<file path="src/rtl/crg_pkg.sv">
`timescale 1ns/1ps
package crg_pkg;
  // Sequencer phases. HELD and RISE read as not running; LIVE and FALL read as running.
  typedef enum logic [1:0] {
    ST_HELD = 2'd0,
    ST_RISE = 2'd1,
    ST_LIVE = 2'd2,
    ST_FALL = 2'd3
  } crg_state_e;
endpackage

</file>
<file path="src/rtl/crg_seq.sv">
`timescale 1ns/1ps
module crg_seq
  import crg_pkg::*;
#(
  parameter int ENTER_CYC = 8,
  parameter int EXIT_CYC  = 4
) (
  input  logic clk,
  input  logic arst_n,
  input  logic req_wr,
  input  logic req_val,
  output logic ctl_active,
  output logic link_rst_n,
  output logic soft_rst
);
  localparam int MAXC = (ENTER_CYC > EXIT_CYC) ? ENTER_CYC : EXIT_CYC;
  localparam int CW = $clog2(MAXC + 1);
  localparam logic [CW-1:0] ENTER_LAST = CW'(ENTER_CYC - 1);
  localparam logic [CW-1:0] EXIT_LAST  = CW'(EXIT_CYC - 1);

  crg_state_e st_q, st_d;
  logic [CW-1:0] cnt_q, cnt_d;
  logic want_q;

  // Latest requested run value; kept even while a sequence is in flight.
  always_ff @(posedge clk or negedge arst_n) begin
    if (!arst_n) want_q <= 1'b0;
    else if (req_wr) want_q <= req_val;
  end

  always_comb begin
    st_d  = st_q;
    cnt_d = cnt_q;
    case (st_q)
      ST_HELD: if (want_q) begin st_d = ST_RISE; cnt_d = '0; end
      ST_RISE: if (cnt_q == EXIT_LAST) st_d = ST_LIVE;
               else cnt_d = cnt_q + CW'(1);
      ST_LIVE: if (!want_q) begin st_d = ST_FALL; cnt_d = '0; end
      ST_FALL: if (cnt_q == ENTER_LAST) st_d = ST_HELD;
               else cnt_d = cnt_q + CW'(1);
      default: st_d = ST_HELD;
    endcase
  end

  always_ff @(posedge clk or negedge arst_n) begin
    if (!arst_n) begin
      st_q  <= ST_HELD;
      cnt_q <= '0;
    end else begin
      st_q  <= st_d;
      cnt_q <= cnt_d;
    end
  end

  assign ctl_active = (st_q == ST_LIVE) || (st_q == ST_FALL);
  assign link_rst_n = (st_q == ST_RISE) || (st_q == ST_LIVE);
  assign soft_rst   = (st_q != ST_LIVE);
endmodule

</file>
<file path="src/rtl/crg_wake.sv">
`timescale 1ns/1ps
module crg_wake #(
  parameter int N_SDI = 3
) (
  input  logic             clk,
  input  logic             por_n,
  input  logic             wr_stb,
  input  logic [N_SDI-1:0] wr_bits,
  input  logic             active,
  input  logic [N_SDI-1:0] sdi,
  output logic [N_SDI-1:0] mask,
  output logic             wake_req
);
  logic [N_SDI-1:0] hit;

  // One resume-domain enable flop per serial input.
  for (genvar i = 0; i < N_SDI; i++) begin : g_lane
    logic en_q;
    always_ff @(posedge clk or negedge por_n) begin
      if (!por_n) en_q <= 1'b0;
      else if (wr_stb) en_q <= wr_bits[i];
    end
    assign mask[i] = en_q;
    assign hit[i]  = en_q & sdi[i];
  end

  assign wake_req = ~active & (|hit);
endmodule

</file>
<file path="src/rtl/crg_gate.sv">
`timescale 1ns/1ps
module crg_gate #(
  parameter int              ADDR_W    = 8,
  parameter int              DATA_W    = 32,
  parameter int              N_SDI     = 3,
  parameter logic [ADDR_W-1:0] GCTL_ADDR = 8'h08,
  parameter logic [ADDR_W-1:0] WAKE_ADDR = 8'h0C
) (
  input  logic [ADDR_W-1:0]   wr_addr,
  input  logic                wr_en,
  input  logic [DATA_W-1:0]   wr_data,
  input  logic [DATA_W/8-1:0] wr_be,
  input  logic [ADDR_W-1:0]   rd_addr,
  input  logic [DATA_W-1:0]   ext_rd_data,
  input  logic                active,
  input  logic [N_SDI-1:0]    mask,
  output logic                ctl_wr,
  output logic                ctl_val,
  output logic                wake_wr,
  output logic [N_SDI-1:0]    wake_bits,
  output logic                fwd_wr_en,
  output logic [ADDR_W-1:0]   fwd_wr_addr,
  output logic [DATA_W-1:0]   fwd_wr_data,
  output logic [DATA_W/8-1:0] fwd_wr_be,
  output logic [DATA_W-1:0]   rd_data
);
  logic hit_ctl, hit_wake;

  assign hit_ctl  = (wr_addr == GCTL_ADDR);
  assign hit_wake = (wr_addr == WAKE_ADDR);

  // Global control: only lane 0 matters, accepted in any state.
  assign ctl_wr  = wr_en & hit_ctl & wr_be[0];
  assign ctl_val = wr_data[0];

  // Everything else is blocked until the controller reports running.
  assign wake_wr   = wr_en & hit_wake & wr_be[0] & active;
  assign wake_bits = wr_data[N_SDI-1:0];

  assign fwd_wr_en   = wr_en & active & ~hit_ctl & ~hit_wake;
  assign fwd_wr_addr = wr_addr;
  assign fwd_wr_data = wr_data;
  assign fwd_wr_be   = wr_be;

  always_comb begin
    rd_data = '0;
    if (rd_addr == GCTL_ADDR) rd_data[0] = active;
    else if (active) rd_data = (rd_addr == WAKE_ADDR) ? DATA_W'(mask) : ext_rd_data;
  end
endmodule

</file>
<file path="src/rtl/ctl_reset_gate.sv">
`timescale 1ns/1ps
module ctl_reset_gate #(
  parameter int                ADDR_W    = 8,
  parameter int                DATA_W    = 32,
  parameter int                N_SDI     = 3,
  parameter int                ENTER_CYC = 8,
  parameter int                EXIT_CYC  = 4,
  parameter logic [ADDR_W-1:0] GCTL_ADDR = 8'h08,
  parameter logic [ADDR_W-1:0] WAKE_ADDR = 8'h0C
) (
  input  logic                clk,
  input  logic                por_n,
  input  logic                rst_n,
  input  logic                wr_en,
  input  logic [ADDR_W-1:0]   wr_addr,
  input  logic [DATA_W-1:0]   wr_data,
  input  logic [DATA_W/8-1:0] wr_be,
  input  logic [ADDR_W-1:0]   rd_addr,
  output logic [DATA_W-1:0]   rd_data,
  input  logic [DATA_W-1:0]   ext_rd_data,
  input  logic [N_SDI-1:0]    sdi,
  output logic                fwd_wr_en,
  output logic [ADDR_W-1:0]   fwd_wr_addr,
  output logic [DATA_W-1:0]   fwd_wr_data,
  output logic [DATA_W/8-1:0] fwd_wr_be,
  output logic                link_rst_n,
  output logic                soft_rst,
  output logic                ctl_active,
  output logic                wake_req
);
  logic             seq_arst_n;
  logic             ctl_wr, ctl_val, wake_wr;
  logic [N_SDI-1:0] wake_bits, mask;

  assign seq_arst_n = por_n & rst_n;

  crg_gate #(
    .ADDR_W(ADDR_W), .DATA_W(DATA_W), .N_SDI(N_SDI),
    .GCTL_ADDR(GCTL_ADDR), .WAKE_ADDR(WAKE_ADDR)
  ) u_gate (
    .wr_addr(wr_addr), .wr_en(wr_en), .wr_data(wr_data), .wr_be(wr_be),
    .rd_addr(rd_addr), .ext_rd_data(ext_rd_data), .active(ctl_active), .mask(mask),
    .ctl_wr(ctl_wr), .ctl_val(ctl_val), .wake_wr(wake_wr), .wake_bits(wake_bits),
    .fwd_wr_en(fwd_wr_en), .fwd_wr_addr(fwd_wr_addr), .fwd_wr_data(fwd_wr_data),
    .fwd_wr_be(fwd_wr_be), .rd_data(rd_data)
  );

  crg_seq #(.ENTER_CYC(ENTER_CYC), .EXIT_CYC(EXIT_CYC)) u_seq (
    .clk(clk), .arst_n(seq_arst_n), .req_wr(ctl_wr), .req_val(ctl_val),
    .ctl_active(ctl_active), .link_rst_n(link_rst_n), .soft_rst(soft_rst)
  );

  crg_wake #(.N_SDI(N_SDI)) u_wake (
    .clk(clk), .por_n(por_n), .wr_stb(wake_wr), .wr_bits(wake_bits),
    .active(ctl_active), .sdi(sdi), .mask(mask), .wake_req(wake_req)
  );
endmodule

</file>
<file path="config.mk">
export PLATFORM = sky130hd
export DESIGN_NAME = ctl_reset_gate
export DESIGN_NICKNAME = d
export VERILOG_FILES = /design/src/rtl/crg_pkg.sv /design/src/rtl/crg_seq.sv /design/src/rtl/crg_wake.sv /design/src/rtl/crg_gate.sv /design/src/rtl/ctl_reset_gate.sv
export SDC_FILE = /design/constraint.sdc
export NUM_CORES = 1
export LEC_CHECK = 0
export BUFFER_PORTS_ARGS = -buffer_cell sky130_fd_sc_hd__buf_2
export CORE_ASPECT_RATIO = 0.75
export CORE_MARGIN = 4
export CORE_UTILIZATION = 36
export CTS_CLUSTER_DIAMETER = 120
export DETAILED_ROUTE_END_ITERATION = 10
export PLACE_DENSITY = 0.95
export SYNTH_ARGS = -nofsm -noshare
export SYNTH_HDL_FRONTEND = slang
export SYNTH_HIERARCHICAL = 1
export SYNTH_SLANG_ARGS = --single-unit
export TNS_END_PERCENT = 100
</file>
<file path="constraint.sdc">
create_clock -name clk -period 3.3 [get_ports clk]
set_input_delay 0.66 -clock clk [delete_from_list [all_inputs] [get_ports clk]]
set_output_delay 0.66 -clock clk [all_outputs]
set_load 0.01 [all_outputs]
</file>
# == After elaboration in Yosys (flattened, before gate mapping) ==
# Cells that the tools add are included.
# Widths: inputs -> output; s select.
# word_totals
wordCells,59
in_bits,91
out_inout_bits,81
reg_bits,10
# op_classes
n_mux,14
bitwise_logic,16
eq_ne,16
n_addsub,1
n_reduce_logical,6
# op_table
cell,count
$mux 32,2
$eq 8x4->1 const B,4
$mux 31,1
$mux 4,4
$pmux 4 s4,1
$and 1x1->1,13
$mux 2,4
$ne 2x2->1 const B,4
$pmux 2 s4,1
$reduce_and 4->1,2
$ne 2x1->1 const B,3
$add 4x1->4 const B,1
$eq 2x2->1 const B,2
$eq 4x2->1 const B,1
$eq 4x3->1 const B,1
$not 1->1,3
$reduce_or 3->1,1
$eq 2x1->1 const B,1
$logic_not 2->1,1
$logic_or 1x1->1,2
$mux 1,1

# == Longest topological paths before layout ==
# Gate-level depths: netlist (run 1).
# depth
word_depth,5
ltp_mapped,8
mapped_depth_nobuf,6

# == By module ==
# The synthesis (run 1) kept the hierarchy.
# modules_own_cells
mod,n_inst,seq_area_each_um2,cells_each,area_per_inst_um2
crg_gate,1,0.0,104,760.7
crg_seq,1,175.2,46,476.7
crg_wake,1,75.1,11,145.1
ctl_reset_gate,1,0.0,1,6.3

# == Worst setup path after synthesis (run 1) ==
# Ideal clock, no wire load.
# synth_path
path_type,register -> output
startpoint,register u_seq.st_q[0]
endpoint,output rd_data[12]
t_arrival_ps,1701
n_path_buf,3
stages_incl_launch_ff,9
required_time_ps,2640
slack_ps,939
path_cell_list,dfrtp_1 inv_1 ha_1 or2_1 buf_2 a21boi_2 buf_6 buf_8 and2_4
# synth_between
elab_chain_cells,4
word_cells_on_any_way,5
cone_classes,2 x eq/ne; 2 x mux; 1 x reduce/logical
# synth_rtl
item,line_no,source
"start, declared",crg_seq.sv:21,"crg_state_e st_q, st_d;"
"start signal, assigned",crg_seq.sv:50,st_q <= st_d;
$eq 2x2->1,crg_seq.sv:55,assign ctl_active = (st_q == ST_LIVE) || (st_q == ST_FALL);
$logic_or 1x1->1 *,crg_seq.sv:55,
net ctl_active,ctl_reset_gate.sv:28,"output logic ctl_active,"
$mux 32 *,crg_gate.sv:48,else if (active) rd_data = (rd_addr == WAKE_ADDR) ? DATA_W'(mask) : ext_rd_data;
$mux 31 *,crg_gate.sv:47,if (rd_addr == GCTL_ADDR) rd_data[0] = active;
"end, declared",ctl_reset_gate.sv:19,"output logic [DATA_W-1:0] rd_data,"
# The timed path passes the listed nets; every way through them passes the cells marked *.

# == Final worst setup path (run 1) ==
# layout_path
startpoint,register u_seq.st_q[0]
endpoint,output rd_data[28]
# layout_between
elab_chain_cells,4
word_cells_on_any_way,5
cone_classes,2 x eq/ne; 2 x mux; 1 x reduce/logical
# layout_rtl
item,line_no
$eq 2x2->1,crg_seq.sv:55
$logic_or 1x1->1 *,crg_seq.sv:55
$mux 32 *,crg_gate.sv:48
$mux 31 *,crg_gate.sv:47
# Mark *: on every way between the ends. The rest lies on a longest branch, timed or not.

==> impl_metrics.tcl, run 1 <==
set metrics [dict create \
    status "complete, no violations" \
    wire_per_inst_microns 15.2 \
    setup_viol 0 \
    final_nets 317 \
    rsz0062_at_grt "no" \
    cp_slowest_stage_delay_ns 0.74 \
    wl_met2_mm 2.11 \
    drive_above_1_share 0.638 \
    yosys.cell_types.count 36 \
    fin_crit_ns 3.01 \
    slew-limit-headroom 0.357 \
    first_iter_violations 30 \
    path_clk_slew_ns 0.05 \
    max_cap_violations 0 \
    area_growth_syn_to_layout_pct 16.7 \
    syn_area_per_cell_sq_um 8.57 \
    wirelength_met1_mm 1.44 \
    peakVddDrop_uv 462 \
    critPathLaunch "u_seq/st_q[0]$_DFFE_PN0P_" \
    wl_met3_microns 545 \
    grt_pass1_wl_mm 5.31 \
    critPathBufInv 2 \
    antenna_cells 0 \
    dr.max_layer_used "met4" \
    cts_made_buffers 3 \
    dp_cells 267 \
    root_buffer "clkbuf_8" \
    final_cell_count_no_fill 270 \
    drc_errors 0 \
    htreeDepth 1 \
    io_buffer_count 107 \
    synth-warning-count 6 \
    fin_crit_sh 0.912 \
    cts_hold_buf 0 \
    vias 1214 \
    cp.required_ns 2.64 \
    routabilityCongestion 0.812 \
    max_freq_mhz 332 \
    crit_slowest_cell "a21boi_2" \
    end_kind "primary output" \
    die_w_microns 79.7 \
    grt_max_degree 30 \
    dr.pass1.iters 4 \
    ant_nets 0 \
    clock_latency_ns 0.24 \
    timing.final.ws_setup_ns 0.290 \
    synth_edf_count 0 \
    grtUsageTotal 0.141 \
    multi_input_area_sq_um 698 \
    postCtsSetupRepairBufs 0 \
    detail_route.vias_per_cell 4.50 \
    dieArea_sq_mm 0.00493 \
    crit_type "reg2out" \
    syn_inst 162 \
    core_area_sq_mm 0.00368 \
    rrSetupSlack_ns 1.41 \
    routed_wirelength_mm 4.11 \
    regArea_sq_um 250 \
    cts_tree "built" \
    synth-main-ff-cell "dfrtp_1" \
    p_leak_nw 0.939 \
    timing.hold.ws_ns 0.214 \
    cp_cell_sequence "inv_1 -> ha_1 -> or2_1 -> a21boi_2 -> and2_2 -> buf_2" \
    worst_slew_pin_slew_ns 0.960 \
    r2r-start "u_seq/st_q[0]$_DFFE_PN0P_" \
    grt_pass1_vias 1080 \
    place_hpwl_mm 3.57 \
    ctsResizeCount 0 \
    reg2regPathDepth 7 \
    synthArstFlopShare 1.00 \
    cts_sinks 10 \
    cts.path.max_buffers 2 \
    cp_max_fo 29 \
    ys_seq_area_frac 0.180 \
    grt-ovfl-total 0 \
    cp-start-kind "register" \
    worst_clock_skew_ns 0.00522 \
    tns_ns 0 \
    antenna_found_initial 0 \
    pre_cts_ws_ns 0.532 \
    ios 172 \
    arrival_ns 2.35 \
    slew_viol_final 0 \
    hold_path.class "in2async" \
    fillers 363 \
    netlist_area_sq_mm 0.00139 \
    path_delay_family "compound AO/OA/AOI/OAI gates" \
    synth.net_count 259 \
    initial_utilization 0.377 \
    hold_violations 0 \
    pwr_density_cell_mw_per_mm2 742 \
    cp.depth 6 \
    num_rows 19 \
    die_y_microns 61.8 \
    synth_seq_cells 10 \
]
==> logic make-up (layout without fill, tap and decap cells) <==
group	count (synthesis)	in the layout	share of synthesized area
AOI/OAI and AO/OA	16	16	0.0748
adders and majority gates	6	6	0.0541
buffers and inverters	61	117	0.317
DFF	10	10	0.180
muxes	11	11	0.0955
and+or+nand+nor	58	58	0.278
==> report_power, final <==
group	internal, W	switching, W	leakage (nW)	total, W
registers	0.000150	0.0000272	0.134	0.000177
logic	0.000435	0.000459	0.783	0.000894
clock network	0.0000802	0.0000503	0.0216	0.000130
total	0.000666	0.000536	0.939	0.00120
==> routing by layer <==
layer  GRT usage  vias to the layer above
li1            -                      590
met1       0.157                      540
met2       0.251                       80
met3      0.0620                        4
met4      0.0392                        0
met5           0                        -
==> cells in the mapped netlist, drive strengths merged, types with 2 or more instances <==
master / instances / area (sq um)
a31oi: 2 / 12.5
a21oi: 3 / 15.0
buf: 54 / 414
nand3: 3 / 15.0
nor3: 2 / 10.0
o21ai: 6 / 30.0
inv: 6 / 22.5
and2: 31 / 230
ha: 6 / 75.1
mux2: 5 / 60.1
nand2: 8 / 30.0
dfrtp: 10 / 250
nor2: 7 / 26.3
mux2i: 6 / 72.6
==> sequential cells by signal, indices dropped and copies added, names as in the netlist <==
signal and flops:
u_seq/cnt_q 4, u_seq/st_q 2, u_seq/want_q 1, u_wake/g_lane.en_q 3
==> final timing paths <==
kind                                                      to
setup / recovery                                 rd_data[28]
max in group asynchronous         u_seq/cnt_q[3]$_DFFE_PN0P_
min in group clk                  u_seq/cnt_q[1]$_DFFE_PN0P_
hold / removal             u_wake/g_lane[1].en_q$_DFFE_PN0P_
hold reg to reg                   u_seq/cnt_q[1]$_DFFE_PN0P_
setup reg to reg           u_wake/g_lane[2].en_q$_DFFE_PN0P_
==> worst reg2reg max path: stages, from the launching register on <==
cell	delay [ns]
dfrtp_1	0.40
inv_1	0.14
ha_1	0.27
or2_1	0.15
buf_4	0.17
nand2_1	0.06
nor2_1	0.23
mux2_2	0.37
==> per-stage QoR <==
step	cell area, sq um	total power, W	util
2_1_floorplan	1390	0.000868	-
3_3_place_gp	1580	0.00104	0.429
3_5_place_dp	1580	0.00107	0.429
4_1_cts	1620	0.00121	0.440
5_1_grt	1620	0.00131	0.440
6_report	1620	0.00120	0.440
==> cells in the final DEF, fill, tap and decap left out, types with 3 or more instances in the layout <==
cell / Yosys / layout
nand2_1: 8 / 8
buf_2: 1 / 107
nand3_1: 3 / 3
and2_2: 9 / 9
mux2i_1: 5 / 5
nor2_1: 7 / 7
ha_1: 6 / 6
and2_1: 12 / 12
o21ai_1: 4 / 4
dfrtp_1: 10 / 10
clkbuf_8: 0 / 3
and2_4: 10 / 10
inv_1: 6 / 6
a21oi_1: 3 / 3
==> final cells by class <==
class / count / share of cell area
clock buffer: 3 / 0.0255
inverter: 6 / 0.0139
multi-input combinational: 91 / 0.431
sequential: 10 / 0.154
tap: 52 / 0.0402
timing repair buffer: 108 / 0.335
Note: power is estimated with default switching activity, not from simulation.
==> inputs of run 2 (changes only) <==
--- a/config.mk
+++ b/config.mk
@@ -12,6 +12,7 @@
 export CTS_CLUSTER_DIAMETER = 120
 export DETAILED_ROUTE_END_ITERATION = 10
 export PLACE_DENSITY = 0.95
+export REMOVE_ABC_BUFFERS = 1
 export SYNTH_ARGS = -nofsm -noshare
 export SYNTH_HDL_FRONTEND = slang
 export SYNTH_HIERARCHICAL = 1
==> impl_metrics.tcl, run 2 (synthesized netlist as in run 1, its figures left out) <==
set metrics [dict create \
    fin_crit_sh 0.843 \
    mostFrequentLayoutCells "buf_2 (107), and2_1 (12), and2_4 (10), dfrtp_1 (10), and2_2 (9)" \
    cts.path.max_buffers 2 \
    top_register "u_seq/cnt_q" \
    cp-start-kind "register" \
    place_hpwl_mm 3.99 \
    largestRegisters "u_seq/cnt_q: 4 flops, u_wake/g_lane.en_q: 3 flops, u_seq/st_q: 2 flops" \
    setup_viol 0 \
    rsz0062_at_grt "no" \
    hold_violations 0 \
    routed_wirelength_mm 4.55 \
    max_freq_mhz 359 \
    antenna_cells 0 \
    vias 1242 \
    grt_pass1_vias 1005 \
    cts_hold_buf 0 \
    die_y_microns 61.8 \
    end_kind "primary output" \
    htreeDepth 1 \
    grt_pass1_wl_mm 5.67 \
    fin_crit_ns 2.78 \
    worst_slew_pin_slew_ns 0.378 \
    grt-ovfl-total 0 \
    max_cap_violations 0 \
    path_clk_slew_ns 0.05 \
    reg2regPathDepth 6 \
    clock_latency_ns 0.24 \
    cts_sinks 10 \
    initial_utilization 0.377 \
    fin_total_pwr_w 0.00122 \
    hold_path.class "in2async" \
    slew_viol_final 0 \
    r2r-start "u_seq/st_q[0]$_DFFE_PN0P_" \
    slew-limit-headroom 0.746 \
    final_nets 317 \
    first_iter_violations 41 \
    num_rows 19 \
    largest_reg_flops 4 \
    tns_ns 0 \
    routabilityCongestion 0.670 \
    pwr_density_cell_mw_per_mm2 745 \
    dr.pass1.iters 4 \
    crit_slowest_cell "dfrtp_1" \
    ant_nets 0 \
    status "complete, no violations" \
    worst_clock_skew_ns 0.00454 \
    dieArea_sq_mm 0.00493 \
    root_buffer "clkbuf_8" \
    crit_type "reg2out" \
    peakVddDrop_uv 446 \
    timing.hold.ws_ns 0.217 \
    cts_made_buffers 3 \
    rrSetupSlack_ns 1.36 \
    area_growth_syn_to_layout_pct 17.7 \
    cp.required_ns 2.64 \
    antenna_found_initial 0 \
    grtUsageTotal 0.161 \
    arrival_ns 2.12 \
    drc_errors 0 \
    detail_route.vias_per_cell 4.58 \
    ios 172 \
    cp_slowest_stage_delay_ns 0.40 \
    critPathLaunch "u_seq/st_q[0]$_DFFE_PN0P_" \
    core_area_sq_mm 0.00368 \
    wire_per_inst_microns 16.8 \
    grt_max_degree 30 \
    drive_above_1_share 0.639 \
    p_leak_nw 0.946 \
    ctsResizeCount 0 \
    io_buffer_count 107 \
    cp_cell_sequence "inv_1 -> ha_1 -> or2_1 -> a21boi_2 -> buf_4 -> and2_2 -> buf_2" \
    postCtsSetupRepairBufs 0 \
    die_w_microns 79.7 \
    cts_tree "built" \
    cp_max_fo 29 \
    final_common_cell "buf_2" \
]
[run 2: cell types whose count changed in the layout (fill, tap and decap cells not counted)]
cell / previous run / this run
clkbuf_8: 3 / 4
[run 2: cell type report]
class	count	area, sq um
fillers	356	2050
multi-input cells	91	698
repair buffers	108	543
flip-flops and latches	10	250
well taps	52	65.1
clock buffers	4	55.1
inverters	6	22.5
[run 2: critical path: cells and delay by family (launching register included)]
family	cells	cell delay, ns
buffers and inverters	3	0.50
adder cells (fa/ha/maj)	1	0.29
AO/OA/AOI/OAI	1	0.21
flip-flops	1	0.40
AND/OR/NAND/NOR	2	0.49
[run 2: through the flow]
| stage | utilization | std cells | setup WS, ns | cell area (sq um) |
|---|---|---|---|---|
| 3_3_place_gp | 0.429 | 267 | 0.878 | 1580 |
| 4_1_cts | 0.443 | 271 | 0.502 | 1630 |
| 6_report | 0.443 | 271 | 0.517 | 1630 |
| 2_1_floorplan | - | 107 | 0.732 | 971 |
| 3_5_place_dp | 0.429 | 267 | 0.769 | 1580 |
| 5_1_grt | 0.443 | 271 | 0.343 | 1630 |
[run 2: power by group]
part / internal [W] / total, W / switching, W
combinational: 0.000434 / 0.000887 / 0.000452
clock: 0.000105 / 0.000154 / 0.0000487
sequential: 0.000150 / 0.000177 / 0.0000269
total: 0.000690 / 0.00122 / 0.000528
[run 2: routing by layer]
metal	part of all wire	vias to the layer above	GRT usage
met5	0.0081	-	0.0700
met2	0.41	99	0.213
met1	0.42	539	0.203
met3	0.16	8	0.111
li1	-	594	-
met4	0.0064	2	0.0441
[run 2: worst paths after layout]
check | endpoint
hold reg to reg | u_wake/g_lane[0].en_q$_DFFE_PN0P_
hold / removal | u_wake/g_lane[1].en_q$_DFFE_PN0P_
setup / recovery | rd_data[30]
max in group asynchronous | u_seq/st_q[1]$_DFFE_PN0P_
setup reg to reg | u_wake/g_lane[2].en_q$_DFFE_PN0P_
min in group clk | u_wake/g_lane[0].en_q$_DFFE_PN0P_
